--- config.mk ---
export PLATFORM = sky130hd
export DESIGN_NAME = rf_quad_read
export DESIGN_NICKNAME = d
export VERILOG_FILES = /design/src/rtl/rf_pkg.sv /design/src/rtl/rf_wr_steer.sv /design/src/rtl/rf_mirror_bank.sv /design/src/rtl/rf_quad_read.sv
export SDC_FILE = /design/constraint.sdc
export NUM_CORES = 2
export LEC_CHECK = 0
export BUFFER_PORTS_ARGS = -buffer_cell sky130_fd_sc_hd__buf_2
export CAP_MARGIN = 20
export CORE_MARGIN = 2
export CORE_UTILIZATION = 40
export DETAILED_ROUTE_END_ITERATION = 16
export HOLD_SLACK_MARGIN = 0.05
export PLACE_DENSITY = 0.56
export REMOVE_ABC_BUFFERS = 1
export SYNTH_ARGS = -nofsm -noshare
export SYNTH_HDL_FRONTEND = slang
export SYNTH_SLANG_ARGS = --single-unit
--- constraint.sdc ---
create_clock -name clk -period 1.1 [get_ports clk]
set_input_delay 0.11 -clock clk [delete_from_list [all_inputs] [get_ports clk]]
set_output_delay 0.11 -clock clk [all_outputs]
set_load 0.005 [all_outputs]
--- src/rtl/rf_pkg.sv ---
`timescale 1ns/1ps
package rf_pkg;
    localparam int RF_DEF_REGS       = 32;
    localparam int RF_DEF_WIDTH      = 32;
    localparam int RF_DEF_COPIES     = 2;
    localparam int RF_PORTS_PER_COPY = 2;

    // Classification of the write requests present in one cycle
    typedef enum logic [1:0] {
        WR_IDLE,
        WR_SINGLE,
        WR_DUAL,
        WR_CLASH
    } wr_mode_e;
endpackage

--- src/rtl/rf_wr_steer.sv ---
`timescale 1ns/1ps
module rf_wr_steer import rf_pkg::*; #(
    parameter int AW = 5
) (
    input  logic          a_en,
    input  logic [AW-1:0] a_addr,
    input  logic          b_en,
    input  logic [AW-1:0] b_addr,
    output logic          a_go,
    output logic          b_go,
    output logic          clash
);
    wr_mode_e mode;

    always_comb begin
        if (a_en && b_en) begin
            mode = (a_addr == b_addr) ? WR_CLASH : WR_DUAL;
        end else if (a_en || b_en) begin
            mode = WR_SINGLE;
        end else begin
            mode = WR_IDLE;
        end
    end

    always_comb begin
        a_go  = 1'b0;
        b_go  = 1'b0;
        clash = 1'b0;
        unique case (mode)
            WR_IDLE: begin
            end
            WR_SINGLE: begin
                a_go = a_en;
                b_go = b_en;
            end
            WR_DUAL: begin
                a_go = 1'b1;
                b_go = 1'b1;
            end
            WR_CLASH: begin
                // port A wins; port B is dropped for this cycle
                a_go  = 1'b1;
                clash = 1'b1;
            end
            default: begin
            end
        endcase
    end
endmodule

--- src/rtl/rf_mirror_bank.sv ---
`timescale 1ns/1ps
module rf_mirror_bank #(
    parameter int DEPTH  = 32,
    parameter int DATA_W = 32,
    parameter int AW     = 5
) (
    input  logic              clk,
    input  logic              rst_n,
    input  logic              wa_go,
    input  logic [AW-1:0]     wa_addr,
    input  logic [DATA_W-1:0] wa_data,
    input  logic              wb_go,
    input  logic [AW-1:0]     wb_addr,
    input  logic [DATA_W-1:0] wb_data,
    input  logic [AW-1:0]     rd_addr0,
    input  logic [AW-1:0]     rd_addr1,
    output logic [DATA_W-1:0] rd_data0,
    output logic [DATA_W-1:0] rd_data1
);
    logic [DATA_W-1:0] mem [DEPTH];

    // Storage is never cleared: software writes before it reads
    always_ff @(posedge clk) begin
        if (wb_go) begin
            mem[wb_addr] <= wb_data;
        end
        if (wa_go) begin
            mem[wa_addr] <= wa_data;
        end
    end

    // Registered reads sample the array before this edge's writes land
    always_ff @(posedge clk or negedge rst_n) begin
        if (!rst_n) begin
            rd_data0 <= '0;
            rd_data1 <= '0;
        end else begin
            rd_data0 <= mem[rd_addr0];
            rd_data1 <= mem[rd_addr1];
        end
    end
endmodule

--- src/rtl/rf_quad_read.sv ---
`timescale 1ns/1ps
module rf_quad_read import rf_pkg::*; #(
    parameter  int NUM_REGS   = RF_DEF_REGS,
    parameter  int DATA_W     = RF_DEF_WIDTH,
    parameter  int NUM_COPIES = RF_DEF_COPIES,
    localparam int AW         = (NUM_REGS > 1) ? $clog2(NUM_REGS) : 1,
    localparam int RD_PORTS   = NUM_COPIES * RF_PORTS_PER_COPY
) (
    input  logic                             clk,
    input  logic                             rst_n,
    input  logic [RD_PORTS-1:0][AW-1:0]      rd_addr,
    output logic [RD_PORTS-1:0][DATA_W-1:0]  rd_data,
    input  logic                             wa_en,
    input  logic [AW-1:0]                    wa_addr,
    input  logic [DATA_W-1:0]                wa_data,
    input  logic                             wb_en,
    input  logic [AW-1:0]                    wb_addr,
    input  logic [DATA_W-1:0]                wb_data,
    output logic                             wr_clash
);
    logic a_go;
    logic b_go;

    rf_wr_steer #(.AW(AW)) u_steer (
        .a_en   (wa_en),
        .a_addr (wa_addr),
        .b_en   (wb_en),
        .b_addr (wb_addr),
        .a_go   (a_go),
        .b_go   (b_go),
        .clash  (wr_clash)
    );

    // Every copy receives the same write traffic; each serves two read ports
    for (genvar c = 0; c < NUM_COPIES; c++) begin : g_copy
        rf_mirror_bank #(
            .DEPTH  (NUM_REGS),
            .DATA_W (DATA_W),
            .AW     (AW)
        ) u_bank (
            .clk      (clk),
            .rst_n    (rst_n),
            .wa_go    (a_go),
            .wa_addr  (wa_addr),
            .wa_data  (wa_data),
            .wb_go    (b_go),
            .wb_addr  (wb_addr),
            .wb_data  (wb_data),
            .rd_addr0 (rd_addr[2*c]),
            .rd_addr1 (rd_addr[2*c+1]),
            .rd_data0 (rd_data[2*c]),
            .rd_data1 (rd_data[2*c+1])
        );
    end
endmodule

==> impl_metrics.yaml <==
sta:
  slew-limit-headroom: 0.355
  report.final.hold_viol_count: 0
  finalSetupViolations: 1592
  fin_hold_ws_ns: 0.103
  final.min_clock_period_ns: 1.95
  worst_setup_skew_after_layout_ns: 0.0264
  final.setup.tns_ns: -909.49
  grt_setup_unrepaired: "true"
  layout_setup_ws_ns: -0.848
  maxSlewViolCount: 0
  max_slew.worst_pin.slew_ns: 0.962
  max_clock_freq_mhz: 513
  post-route-period-util: 1.77
cts:
  clkSinkCount: 1152
  numCtsBuffers: 144
  htree_levels: 4
  clockBufferDepth: 3
  cts-root-buf: "clkbuf_16"
  cts.reportedPaths.clkPinSlew_ns: 0.06
  clk_latency_worst_skew_pair_ns: 0.81
  tritoncts: "yes"
power:
  power.combinational.fraction: 0.188
  p_sw_frac: 0.281
  power_density_nw_per_um2: 1190
  internal_power_mw: 88.1
  static-leakage-power_nw: 41.9
  switching_power_mw: 34.5
  ir_drop_uv: 1630
  seq_power_share: 0.409
  share_clk_of_total_power: 0.402
grt:
  number_of_antenna_violations_at_the_first_check_in_global_routing: 10
  first_pass_grt_wire_length_um: 522000
  number_of_global_route_vias_before_repair: 68600
  grt_max_degree: 53
  grt-busiest-layer: "met2"
  grt.met1_usage: 0.445
  globalRouteMet3Util: 0.0592
  grtUsageTotal: 0.345
  grt-ovfl-total: 0
  gr-usage-met2: 0.541
final_layout:
  count_of_placed_standard_cells_in_the_final_layout_fillers_left_out: 10700
  drive_gt1_frac: 0.307
  fin_nets: 7998
  syn_to_final_growth_pct: 25.3
drt:
  drt_first_iter_violations: 9366
  remaining_drc_errors: 0
  route.detailed.wl_per_inst_um: 35.2
  detail_route.vias_per_cell: 6.52
  total_wirelength_um: 377000
  routed-via-count: 69800
  drt_pre_antenna_iters: 6
  route.antenna.remaining_nets: 0
critical_path:
  timing.critical_path.cells: "buf_8 > xnor2_2 > nand3_1 > o31ai_2 > o21ai_1 > ha_1 > nor3b_4 > buf_6 > nand3_2 > buf_6 > o22ai_4 > buf_12 > buf_16"
  timing.critical_path.to_type: "flop"
  timing.critical_path.from: "wb_addr[2]"
  worst_path_largest_cell_delay_ns: 0.36
  arrival_ns: 2.44
  worst-endpoint-required_ns: 1.59
  master_of_the_slowest_instance_on_the_critical_path: "ha_1"
  top_cell_family_by_delay_on_the_critical_path: "buffers and inverters"
  worstSetupStartpointType: "input pin"
  crit_top_cell: "buf_6"
  path_buf_inv: 5
  crit_fanout: 5
  critical_path_class: "input pin to flop"
  r2r-start: "g_copy[1].u_bank.mem[2][22]"
floorplanning:
  fp.dieH_um: 457
  design.portCount: 227
  coreArea_sq_um: 204000
  die_width_um: 457
  core.rowCount: 166
  floorplan.initialDensity: 0.402
  die_footprint_sq_um: 209000
run_status:
  outcome: "complete, but fails checks"
  violated_checks: "setup timing"
logic_synthesis:
  avgSynthCellArea_sq_um: 11.4
  syn_area_sq_um: 82200
  ys.warnings.count: 0
  synth_top_cells_by_area: "edfxtp_1 (37%), mux2i_1 (25%), mux2_2 (11%)"
  post-synth-top-count-cell: "mux2i_1"
  synth_largest_type_area_fraction: 0.374
  synth_cells: 7217
  postSynth.asyncResetShare: 0.111
  post_synth_num_cell_types: 39
  synth.top_cells.by_count: "mux2i_1 (2048), edfxtp_1 (1024), mux2_2 (830), nand2_1 (412), clkbuf_1 (404)"
  yosysTopAreaCell: "edfxtp_1"
  post_synthesis_register_bit_count: 1152
  synth_edf_count: 1024
  synth_seq_area_share: 0.413
  ys.flop_type: "edfxtp_1"
place:
  place.gp.congestion: 0.958
  numPortBuffers: 226
  dpl.hpwl_um: 253000
  dp_cells: 10300
flow_run:
  cap_viol_max_count: 0
worst_hold_path:
  holdCritPathClass: "input pin to flop"
  hold_path.startpoint: "wb_data[23]"
[cell type report]
| class | instances | area [sq um] |
|---|---|---|
| fill | 17900 | 101000 |
| multi-input combinational | 5262 | 45500 |
| sequential | 1152 | 34000 |
| timing repair buffer | 1336 | 15300 |
| clock buffer | 186 | 3980 |
| tap | 2688 | 3360 |
| clock inverter | 71 | 761 |
| inverter | 2 | 7.51 |
| antenna | 3 | 7.51 |
[power by group through the flow]
stage | Clock [mW] | Combinational (mW) | Sequential, mW
finish | 49.3 | 23.1 | 50.1
global route | 51.3 | 23.9 | 50.2
floorplan | 0 | 9.27 | 50.8
global placement | 0 | 21.8 | 51.0
CTS | 49.8 | 22.5 | 50.1
detailed placement | 0 | 22.0 | 51.0
[layout by cell type, fill, tap and decap left out, drive strengths merged, types with 2 or more instances in the layout]
cell and instances:
nor3 131, inv 13, nor3b 5, a22oi 384, xor2 2, a31oi 128, bufinv 14, nor2b 10
dfrtp 128, a21oi 385, mux2 1024, or2 6, clkbuf 203, edfxtp 1024, nand2 412, o21ai 17
ha 2, a22o 256, nand3b 4, clkinv 39, and2 5, o22ai 16, nand3 389, mux2i 2048
xnor2 3, diode 3, dlygate4sd3 38, nor2 22, buf 1281, clkinvlp 7, nand2b 10
[cell families after synthesis]
logic type | Yosys count | synth area share
AOI/OAI and AO/OA | 1187 | 0.0979
and+or+nand+nor | 996 | 0.0556
xor gates and xnor gates | 5 | 0.000533
DFF | 1152 | 0.413
buffers and inverters | 803 | 0.0427
muxes | 3072 | 0.390
adders and majority gates | 2 | 0.000304
[metal layers]
layer | part of all wire | wire (um) | vias up
met5 | 0.00029 | 108 | -
met4 | 0.070 | 26200 | 10
met3 | 0.087 | 32700 | 1058
met2 | 0.45 | 170000 | 4135
met1 | 0.39 | 148000 | 35300
li1 | - | - | 29300
[through the flow]
stage | util | power (mW) | setup slack [ns] | cell area (sq um)
finish | 0.504 | 123 | -0.848 | 103000
global route | 0.504 | 125 | -0.905 | 103000
CTS | 0.502 | 122 | -0.750 | 103000
detailed placement | 0.469 | 73.0 | -1.93 | 95800
global placement | 0.469 | 72.8 | -2.16 | 95800
floorplan | - | 60.0 | -4.03 | 78700
[timing repair]
action / 4_1_cts / 5_1_grt
resized for setup: 91 / 40
pin swaps: 7 / 21
hold endpoints to repair: 576 / 0
endpoints found under the setup margin: 1531 / 1617
gates cloned: 28 / 19
setup buffers: 45 / 15
hold buffers: 38 / 0
[path summary, 6_finish.rpt]
path                                                       to  slack (ns)  cells past startpoint
worst min register to register  g_copy[1].u_bank.rd_data0[20]        0.70                      4
worst max-delay path             g_copy[1].u_bank.mem[28][13]       -0.85                     13
worst min-delay path             g_copy[1].u_bank.mem[11][23]        0.10                      2
worst max register to register  g_copy[1].u_bank.rd_data0[22]       -0.69                      7
max in group asynchronous       g_copy[1].u_bank.rd_data0[25]        0.10                      4
min in group asynchronous       g_copy[1].u_bank.rd_data0[19]        0.46                      4
[registers in the layout (all words and copies together) (netlist names)]
name	cells
g_copy.u_bank.mem	1024
g_copy.u_bank.rd_data0	64
g_copy.u_bank.rd_data1	64
[worst register-to-register path: cells and delay by family, from the launching register on]
kind            cells  cell delay [ns]
flops               1             0.47
compound gates      2             0.46
buf+inv             2             0.33
mux                 1             0.20
simple gates        2             0.19
Note: power is estimated with default switching activity, not from simulation.
